### config.mk
export PLATFORM = sky130hd
export DESIGN_NAME = chan_dma
export DESIGN_NICKNAME = d
export VERILOG_FILES = /design/src/rtl/chan_pkg.sv /design/src/rtl/chan_cursor.sv /design/src/rtl/chan_status.sv /design/src/rtl/chan_dma.sv
export SDC_FILE = /design/constraint.sdc
export NUM_CORES = 1
export LEC_CHECK = 0
export ABC_AREA = 1
export CAP_MARGIN = 10
export CORE_MARGIN = 4
export CORE_UTILIZATION = 51
export CTS_CLUSTER_DIAMETER = 50
export CTS_CLUSTER_SIZE = 40
export DETAILED_ROUTE_END_ITERATION = 16
export PLACE_DENSITY = 0.84
export SLEW_MARGIN = 0
export SYNTH_ARGS = -nofsm -noshare
export SYNTH_HDL_FRONTEND = slang
export SYNTH_HIERARCHICAL = 1
export SYNTH_SLANG_ARGS = --single-unit
### constraint.sdc
create_clock -name clk -period 2.1 [get_ports clk]
set_input_delay 0.42 -clock clk [delete_from_list [all_inputs] [get_ports clk]]
set_output_delay 0.42 -clock clk [all_outputs]
set_load 0.05 [all_outputs]
### src/rtl/chan_pkg.sv
package chan_pkg;
    typedef enum logic [3:0] {
        ST_IDLE, ST_FETCH, ST_CHECK, ST_MRD, ST_DTX,
        ST_DRX, ST_MWR, ST_NEXT, ST_FINISH, ST_FAULT
    } chan_state_t;

    typedef struct packed {
        logic eob;
        logic eoc;
        logic dir;
    } cw_flags_t;
endpackage

### src/rtl/chan_cursor.sv
module chan_cursor #(
    parameter int AW = 32,
    parameter int CW = 16
) (
    input  logic          clk,
    input  logic          rst_n,
    input  logic          load,
    input  logic [AW-1:0] load_addr,
    input  logic [CW-1:0] load_cnt,
    input  logic          step,
    output logic [AW-1:0] addr,
    output logic [CW-1:0] cnt,
    output logic          last
);
    always_ff @(posedge clk or negedge rst_n) begin
        if (!rst_n) begin
            addr <= '0;
            cnt  <= '0;
        end else if (load) begin
            addr <= load_addr;
            cnt  <= load_cnt;
        end else if (step) begin
            addr <= addr + AW'(1);
            cnt  <= cnt - CW'(1);
        end
    end

    assign last = (cnt == CW'(1));

    AST_NO_UNDERFLOW: assert property (@(posedge clk) disable iff (!rst_n)
        step |-> (cnt != '0));
endmodule

### src/rtl/chan_status.sv
module chan_status (
    input  logic clk,
    input  logic rst_n,
    input  logic set_done,
    input  logic set_err,
    input  logic clr_done,
    input  logic clr_err,
    output logic done,
    output logic err,
    output logic irq
);
    always_ff @(posedge clk or negedge rst_n) begin
        if (!rst_n) begin
            done <= 1'b0;
            err  <= 1'b0;
        end else begin
            if (set_done)      done <= 1'b1;
            else if (clr_done) done <= 1'b0;
            if (set_err)       err  <= 1'b1;
            else if (clr_err)  err  <= 1'b0;
        end
    end

    assign irq = done | err;

    AST_CLR_DONE: assert property (@(posedge clk) disable iff (!rst_n)
        (clr_done && !set_done) |=> !done);
    AST_ERR_KEEP: assert property (@(posedge clk) disable iff (!rst_n)
        (err && !clr_err) |=> err);
endmodule

### src/rtl/chan_dma.sv
module chan_dma
    import chan_pkg::*;
#(
    parameter int AW = 32,
    parameter int CW = 16,
    parameter int BW = 8
) (
    input  logic          clk,
    input  logic          rst_n,
    input  logic          cpu_start,
    input  logic [AW-1:0] cpu_pc,
    input  logic          cpu_clr_done,
    input  logic          cpu_clr_err,
    output logic          stat_busy,
    output logic          stat_done,
    output logic          stat_err,
    output logic          irq,
    output logic          bus_req,
    input  logic          bus_gnt,
    output logic [AW-1:0] mem_addr,
    output logic          mem_we,
    output logic [BW-1:0] mem_wdata,
    input  logic [AW-1:0] mem_rdata,
    output logic          dev_tx_valid,
    input  logic          dev_tx_ready,
    output logic [BW-1:0] dev_tx_data,
    input  logic          dev_rx_valid,
    output logic          dev_rx_ready,
    input  logic [BW-1:0] dev_rx_data,
    output logic          dev_blk_end
);
    localparam int PARTS = 4;
    localparam int IW    = $clog2(PARTS);

    chan_state_t   state, nxt;
    logic [AW-1:0] pc_q, buf_q, next_q;
    logic [CW-1:0] cnt_q;
    cw_flags_t     flags_q;
    logic [IW-1:0] idx_q;
    logic [BW-1:0] byte_q;

    logic          cur_load, cur_step, cur_last;
    logic [AW-1:0] cur_addr;
    logic [CW-1:0] cur_cnt;
    logic          set_done, set_err;

    // state register
    always_ff @(posedge clk or negedge rst_n) begin
        if (!rst_n) state <= ST_IDLE;
        else        state <= nxt;
    end

    // next-state logic
    always_comb begin
        nxt = state;
        unique case (state)
            ST_IDLE:   if (cpu_start) nxt = ST_FETCH;
            ST_FETCH:  if (bus_gnt && idx_q == IW'(PARTS-1)) nxt = ST_CHECK;
            ST_CHECK:  if (cnt_q == '0)    nxt = ST_FAULT;
                       else if (flags_q.dir) nxt = ST_MRD;
                       else                  nxt = ST_DRX;
            ST_MRD:    if (bus_gnt) nxt = ST_DTX;
            ST_DTX:    if (dev_tx_ready) nxt = cur_last ? ST_NEXT : ST_MRD;
            ST_DRX:    if (dev_rx_valid) nxt = ST_MWR;
            ST_MWR:    if (bus_gnt) nxt = cur_last ? ST_NEXT : ST_DRX;
            ST_NEXT:   nxt = flags_q.eoc ? ST_FINISH : ST_FETCH;
            ST_FINISH: nxt = ST_IDLE;
            ST_FAULT:  nxt = ST_IDLE;
            default:   nxt = ST_IDLE;
        endcase
    end

    // command word fetch and byte holding
    always_ff @(posedge clk or negedge rst_n) begin
        if (!rst_n) begin
            pc_q    <= '0;
            buf_q   <= '0;
            next_q  <= '0;
            cnt_q   <= '0;
            flags_q <= '0;
            idx_q   <= '0;
            byte_q  <= '0;
        end else begin
            if (state == ST_IDLE && cpu_start) begin
                pc_q  <= cpu_pc;
                idx_q <= '0;
            end
            if (state == ST_FETCH && bus_gnt) begin
                idx_q <= idx_q + IW'(1);
                unique case (idx_q)
                    2'd0:    flags_q <= cw_flags_t'(mem_rdata[2:0]);
                    2'd1:    buf_q   <= mem_rdata;
                    2'd2:    cnt_q   <= mem_rdata[CW-1:0];
                    default: next_q  <= mem_rdata;
                endcase
            end
            if (state == ST_NEXT && !flags_q.eoc) begin
                pc_q  <= next_q;
                idx_q <= '0;
            end
            if (state == ST_MRD && bus_gnt)      byte_q <= mem_rdata[BW-1:0];
            if (state == ST_DRX && dev_rx_valid) byte_q <= dev_rx_data;
        end
    end

    // outputs
    always_comb begin
        bus_req      = (state == ST_FETCH) || (state == ST_MRD) || (state == ST_MWR);
        mem_we       = (state == ST_MWR);
        mem_addr     = (state == ST_FETCH) ? pc_q + AW'({idx_q, 2'b00}) : cur_addr;
        mem_wdata    = byte_q;
        dev_tx_valid = (state == ST_DTX);
        dev_tx_data  = byte_q;
        dev_rx_ready = (state == ST_DRX);
        dev_blk_end  = ((state == ST_DTX) || (state == ST_DRX)) && cur_last && flags_q.eob;
        cur_load     = (state == ST_CHECK) && (cnt_q != '0);
        cur_step     = ((state == ST_DTX) && dev_tx_ready) || ((state == ST_MWR) && bus_gnt);
        set_done     = (state == ST_FINISH);
        set_err      = (state == ST_FAULT);
        stat_busy    = (state != ST_IDLE);
    end

    chan_cursor #(.AW(AW), .CW(CW)) u_cursor (
        .clk      (clk),
        .rst_n    (rst_n),
        .load     (cur_load),
        .load_addr(buf_q),
        .load_cnt (cnt_q),
        .step     (cur_step),
        .addr     (cur_addr),
        .cnt      (cur_cnt),
        .last     (cur_last)
    );

    chan_status u_status (
        .clk     (clk),
        .rst_n   (rst_n),
        .set_done(set_done),
        .set_err (set_err),
        .clr_done(cpu_clr_done),
        .clr_err (cpu_clr_err),
        .done    (stat_done),
        .err     (stat_err),
        .irq     (irq)
    );

    AST_BUS_HOLD: assert property (@(posedge clk) disable iff (!rst_n)
        (bus_req && !bus_gnt) |=> (bus_req && $stable(mem_addr)));
    AST_ONE_ACTIVITY: assert property (@(posedge clk) disable iff (!rst_n)
        $onehot0({bus_req, dev_tx_valid, dev_rx_ready}));
    AST_TX_HOLD: assert property (@(posedge clk) disable iff (!rst_n)
        (dev_tx_valid && !dev_tx_ready) |=> (dev_tx_valid && $stable(dev_tx_data)));
    AST_DONE_AT_END: assert property (@(posedge clk) disable iff (!rst_n)
        $rose(stat_done) |-> !stat_busy);
    AST_COUNT_LIVE: assert property (@(posedge clk) disable iff (!rst_n)
        (dev_tx_valid || dev_rx_ready) |-> (cur_cnt != '0));
endmodule

# After elaboration in Yosys (flattened, before gate mapping)
# Cells that the tools add are included.
dict set report totals {
  reg_bits 179
  out_inout_bits 57
  word_cells 100
}
dict set report classes {
  add_sub_neg 4
  eq_ne 19
  muxes 28
  n_bitwise 2
  reduce_logical 33
}
# operator count
set ops {}
lappend ops {{32-bit 2-to-1 mux} 5}
lappend ops {{32-bit by 1-bit adder with 32-bit output (second input constant)} 1}
lappend ops {{32-bit by 4-bit adder with 32-bit output} 1}
lappend ops {{16-bit 2-to-1 mux} 2}
lappend ops {{4-bit 2-to-1 mux} 8}
lappend ops {{4-bit one-hot mux with 8 select lines} 1}
lappend ops {{16-bit by 1-bit equality test with 1-bit output (second input constant)} 1}
lappend ops {{4-bit by 3-bit equality test with 1-bit output (second input constant)} 4}
lappend ops {{16-bit zero test} 1}
lappend ops {{8-bit 2-to-1 mux} 2}
lappend ops {{16-bit nonzero test} 1}
lappend ops {{16-bit by 1-bit subtractor with 16-bit output (second input constant)} 1}
lappend ops {{1-bit logical AND} 11}
lappend ops {{2-bit != test (second input constant)} 5}
lappend ops {{2-bit nonzero test} 5}
lappend ops {{4-bit by 2-bit equality test with 1-bit output (second input constant)} 2}
lappend ops {{4-bit equality test (second input constant)} 2}
lappend ops {{2-bit 2-to-1 mux} 4}
lappend ops {{2-bit AND reduction} 4}
lappend ops {{3-bit 2-to-1 mux} 2}
lappend ops {{6-bit AND reduction} 1}
lappend ops {{2-bit equality test (second input constant)} 2}
lappend ops {{4-bit by 1-bit equality test with 1-bit output (second input constant)} 1}
lappend ops {{4-bit zero test} 1}
lappend ops {{other kinds (12)} 18}

# Longest topological paths before layout
dict set report depth {
  ltp_word 5
  ltp_mapped 11
  ltp_nobuf 11
}

# Hierarchy
# Netlist, hierarchy kept.
# module n_inst cells_each area_each_um2 seq_area_each_um2
set modules_own_cells {}
lappend modules_own_cells {chan_dma 1 932 6784.0 3228.1}
lappend modules_own_cells {chan_cursor 1 490 3342.0 1201.2}
lappend modules_own_cells {chan_status 1 11 86.3 50.0}

# Worst setup path before layout
# OpenSTA, ideal clock, no wires.
dict set report synth_timing {
  path_kind {register to output}
  start {register idx_q[0]}
  end {output port mem_addr[12]}
  arrival_ps 2604
  t_required_ps 1680
  slack_ps -924
  stages_incl_launch_ff 9
  n_path_buf 0
  path_cell_list {dfrtp_1 -> ha_1 -> inv_1 -> fa_1 -> nor2_1 -> nand2_1 -> nor2_1 -> xor2_1 -> o21ai_0}
}
dict set report synth_between {
  elab_chain_len 2
}
# element line_no
set synth_rtl {}
lappend synth_rtl {{start, declared} chan_dma.sv:39} ;# logic [IW-1:0] idx_q;
lappend synth_rtl {{start signal, assigned} chan_dma.sv:89} ;# idx_q <= idx_q + IW'(1);
lappend synth_rtl {{32-bit by 4-bit adder with 32-bit output} chan_dma.sv:110} ;# mem_addr = (state == ST_FETCH) ? pc_q + AW'({idx_q, 2'b00}) : cur_addr;
lappend synth_rtl {{32-bit 2-to-1 mux} chan_dma.sv:110}
lappend synth_rtl {{end, declared} chan_dma.sv:20} ;# output logic [AW-1:0] mem_addr,
# Every way passes these cells.

# Worst setup path after layout
dict set report layout_timing {
  start {register pc_q[2]}
  end {output port mem_addr[4]}
}
dict set report layout_between {
  elab_chain_len 2
}
# element line_no
set layout_rtl {}
lappend layout_rtl {{start, declared} chan_dma.sv:36} ;# logic [AW-1:0] pc_q, buf_q, next_q;
lappend layout_rtl {{start signal, assigned} chan_dma.sv:85} ;# pc_q <= cpu_pc;
lappend layout_rtl {{start signal, assigned} chan_dma.sv:98} ;# pc_q <= next_q;
lappend layout_rtl {{32-bit by 4-bit adder with 32-bit output} chan_dma.sv:110}
lappend layout_rtl {{32-bit 2-to-1 mux} chan_dma.sv:110}
# Every way passes these cells.

==> flow_summary.json <==
{
  "drt_pre_antenna_iters": 7,
  "endpoint": "mem_addr[4]",
  "ys_types": 34,
  "post-route-min-period_ns": 2.76,
  "n_antenna_cell": 0,
  "dp_cells": 1848,
  "hold_viol": 0,
  "grt_max_degree": 65,
  "tightest_slew_ns": 0.530,
  "holdWs_ns": 0.492,
  "rows": 51,
  "clk_latency_ns": 0.44,
  "worst_setup_path_start_kind": "register",
  "clk_pin_slew_worst_paths_ns": 0.07,
  "netlist_top_cells_area": "dfrtp_1 44%, nand2_1 19%, inv_1 5.3%, o21ai_0 5.0%, nor2_1 4.9%",
  "synthToLayoutAreaGrowth_pct": 38.8,
  "end_kind": "primary output",
  "syn_inst": 1433,
  "startpoint": "pc_q[2]",
  "routedWlPerCell_um": 18.6,
  "routed-via-count": 10800,
  "fp.dieH_um": 150,
  "start_util": 0.521,
  "route.detailed.drc": 0,
  "hold_class": "reg -> reg",
  "fin_nets": 1721,
  "power_density_nw_per_um2": 1550,
  "die_area_um2": 22400,
  "syn-num-nets": 1523,
  "core-area_um2": 19600,
  "postSynth.asyncResetShare": 1.00,
  "grt_pass1_wl_um": 55000,
  "wl_um": 35400,
  "setup_viol_count_final": 33,
  "r2r_cells": 12,
  "ys.warnings.count": 6,
  "synth_top_cell_by_area": "dfrtp_1",
  "required_ns": 1.68,
  "rsz0062_at_grt": "true",
  "fin_worst_skew_ns": 0.0145,
  "antenna_left": 0,
  "pin_count": 137,
  "cp.arrival_ns": 2.34,
  "antenna_found_initial": 0,
  "placed_area_um2": 12700,
  "dp_hpwl_um": 24600,
  "grtUsageTotal": 0.314,
  "cts_max_level": 4,
  "final_layout_size_suffix_gt1_frac": 0.186,
  "netlist_area_um2": 10200,
  "netlist.area_leader.share": 0.439,
  "crit_type": "reg -> out",
  "power.leakage_nw": 6.95,
  "io_buffer_count": 136,
  "cap_violations": 0,
  "ctsRootBufferMaster": "clkbuf_16",
  "peakVddDrop_mv": 1.28,
  "timing.fmax_ghz": 0.363,
  "finalSetupTns_ns": -15.14,
  "timing.rr.end": "u_cursor/cnt[9]",
  "violations": "negative setup slack",
  "viasPerCell": 5.64,
  "ys_seq_area_frac": 0.439,
  "fin_ws_ns": -0.657,
  "status": "finished, violations left",
  "grt_pass1_vias": 10400,
  "die_w_um": 150,
  "clock-sinks": 179,
  "reg2reg_from": "state[1]",
  "min_period_over_period": 1.31,
  "worstPathMaxFanout": 3,
  "final_util": 0.724,
  "synth_edf_count": 0,
  "pre_cts_slack_ns": -0.176,
  "stdcell_count": 1909,
  "slew_headroom": 0.647,
  "synth-seq-cells": 179,
  "syn_area_per_cell_um2": 7.13,
  "cts_made_buffers": 17,
  "ys.flop_type": "dfrtp_1",
  "drt_iter0_markers": 1239,
  "nFillCells": 1416,
  "slew_viol_final": 0,
  "cts_tree": "built",
  "cts_buffer_depth": 2,
  "r2r_slack_ns": 0.08,
  "routabilityCongestion": 0.965,
  "fin_total_pwr_mw": 21.9,
  "grt.overflow.total": 0,
  "final_area_um2": 14200
}
[per-layer routing]
metal / global-route usage / routed length (um)
met1: 0.402 / 13500
met2: 0.533 / 17200
met3: 0.0581 / 3230
met4: 0.119 / 1500
met5: 0 / 0
[repair_timing]
action,in CTS,in global routing
endpoints found under the setup margin,37,92
hold buffers,1,0
pin swaps,29,23
gates cloned,3,1
setup buffers,15,12
hold endpoints to repair,47,0
gates resized for setup,114,50
[placed cells by master (no fill, tap or decap), types with 3 or more instances in the layout]
master and count:
xnor2_1 6, nor2_2 12, nor2_1 113, o211ai_1 8
o21ai_1 79, clkdlybuf4s50_1 85, dlymetal6s2s_1 10, nor2_4 18
inv_6 4, inv_2 11, xor2_2 7, nand2_4 20
a22oi_1 36, o21ai_4 6, o21ai_0 89, nand4_1 3
nor3_2 4, inv_8 4, nand3_2 6, nand3_1 61
nand2_2 31, ha_1 8, dfrtp_1 177, buf_12 32
a21oi_1 3, buf_8 16, clkbuf_16 18, buf_6 15
buf_4 70, o21ai_2 3, nor3_1 4, nand3b_1 12
nand2_1 487, inv_1 132, xor2_1 18
[kinds of logic (layout without fill, tap and decap cells)]
logic type,Yosys count,after routing,synth area share
flops,179,179,0.439
simple gates,778,778,0.315
fa+ha+maj,10,10,0.0130
buf+inv,201,412,0.0793
compound gates,232,232,0.126
xor+xnor,33,33,0.0283
[synth_stat cells, types with 7 or more instances]
cell type / n
nand3b_1: 12
buf_2: 20
nor2_1: 133
o21ai_1: 75
clkbuf_1: 24
nor3_1: 7
buf_4: 8
ha_1: 9
o211ai_1: 8
nor2_4: 7
nand2_2: 9
nand2_1: 527
o21ai_0: 102
a22oi_1: 37
inv_1: 145
dfrtp_1: 179
xnor2_1: 7
nand3_1: 69
xor2_1: 26
[worst min path at each step]
stage	startpoint	to	depth (start not counted)
detailed placement	rst_n	pc_q[23]	1
floorplan	rst_n	buf_q[0]	0
global placement	rst_n	pc_q[23]	1
finish	u_status/err	u_status/err	2
CTS	next_q[12]	next_q[12]	2
global route	next_q[12]	next_q[12]	2
[power breakdown]
group          total, mW  switching, mW  leakage (nW)  internal [mW]
registers           6.37           1.54          2.31           4.84
logic               12.2           7.24          4.33           4.95
clock network       3.38           1.51         0.307           1.87
total               21.9           10.3          6.95           11.7
[worst max-delay path: stages, from the launching register on]
cell	delay, ns
dfrtp_1	0.38
ha_2	0.20
inv_2	0.04
fa_2	0.39
buf_4	0.16
buf_6	0.10
buf_6	0.10
xor2_1	0.24
o21ai_2	0.13
buf_12	0.16
[flip-flops by register name, summed over array words and instances (netlist names)]
register and cells:
buf_q 32, next_q 32, pc_q 32, u_cursor/addr 32, cnt_q 16, u_cursor/cnt 16, dev_tx_data 8, state 4
flags_q 3, idx_q 2, u_status/done 1, u_status/err 1
[layout make-up]
type / count / area, um^2 / share of cell area
Sequential cell: 179 / 4480 / 0.316
Multi-Input combinational cell: 1053 / 5520 / 0.390
Clock buffer: 19 / 453 / 0.0319
Timing Repair Buffer: 234 / 2660 / 0.188
Inverter: 146 / 561 / 0.0395
Tap cell: 265 / 332 / 0.0234
Clock inverter: 13 / 164 / 0.0116
No activity file was read; power rests on OpenSTA's default activity.
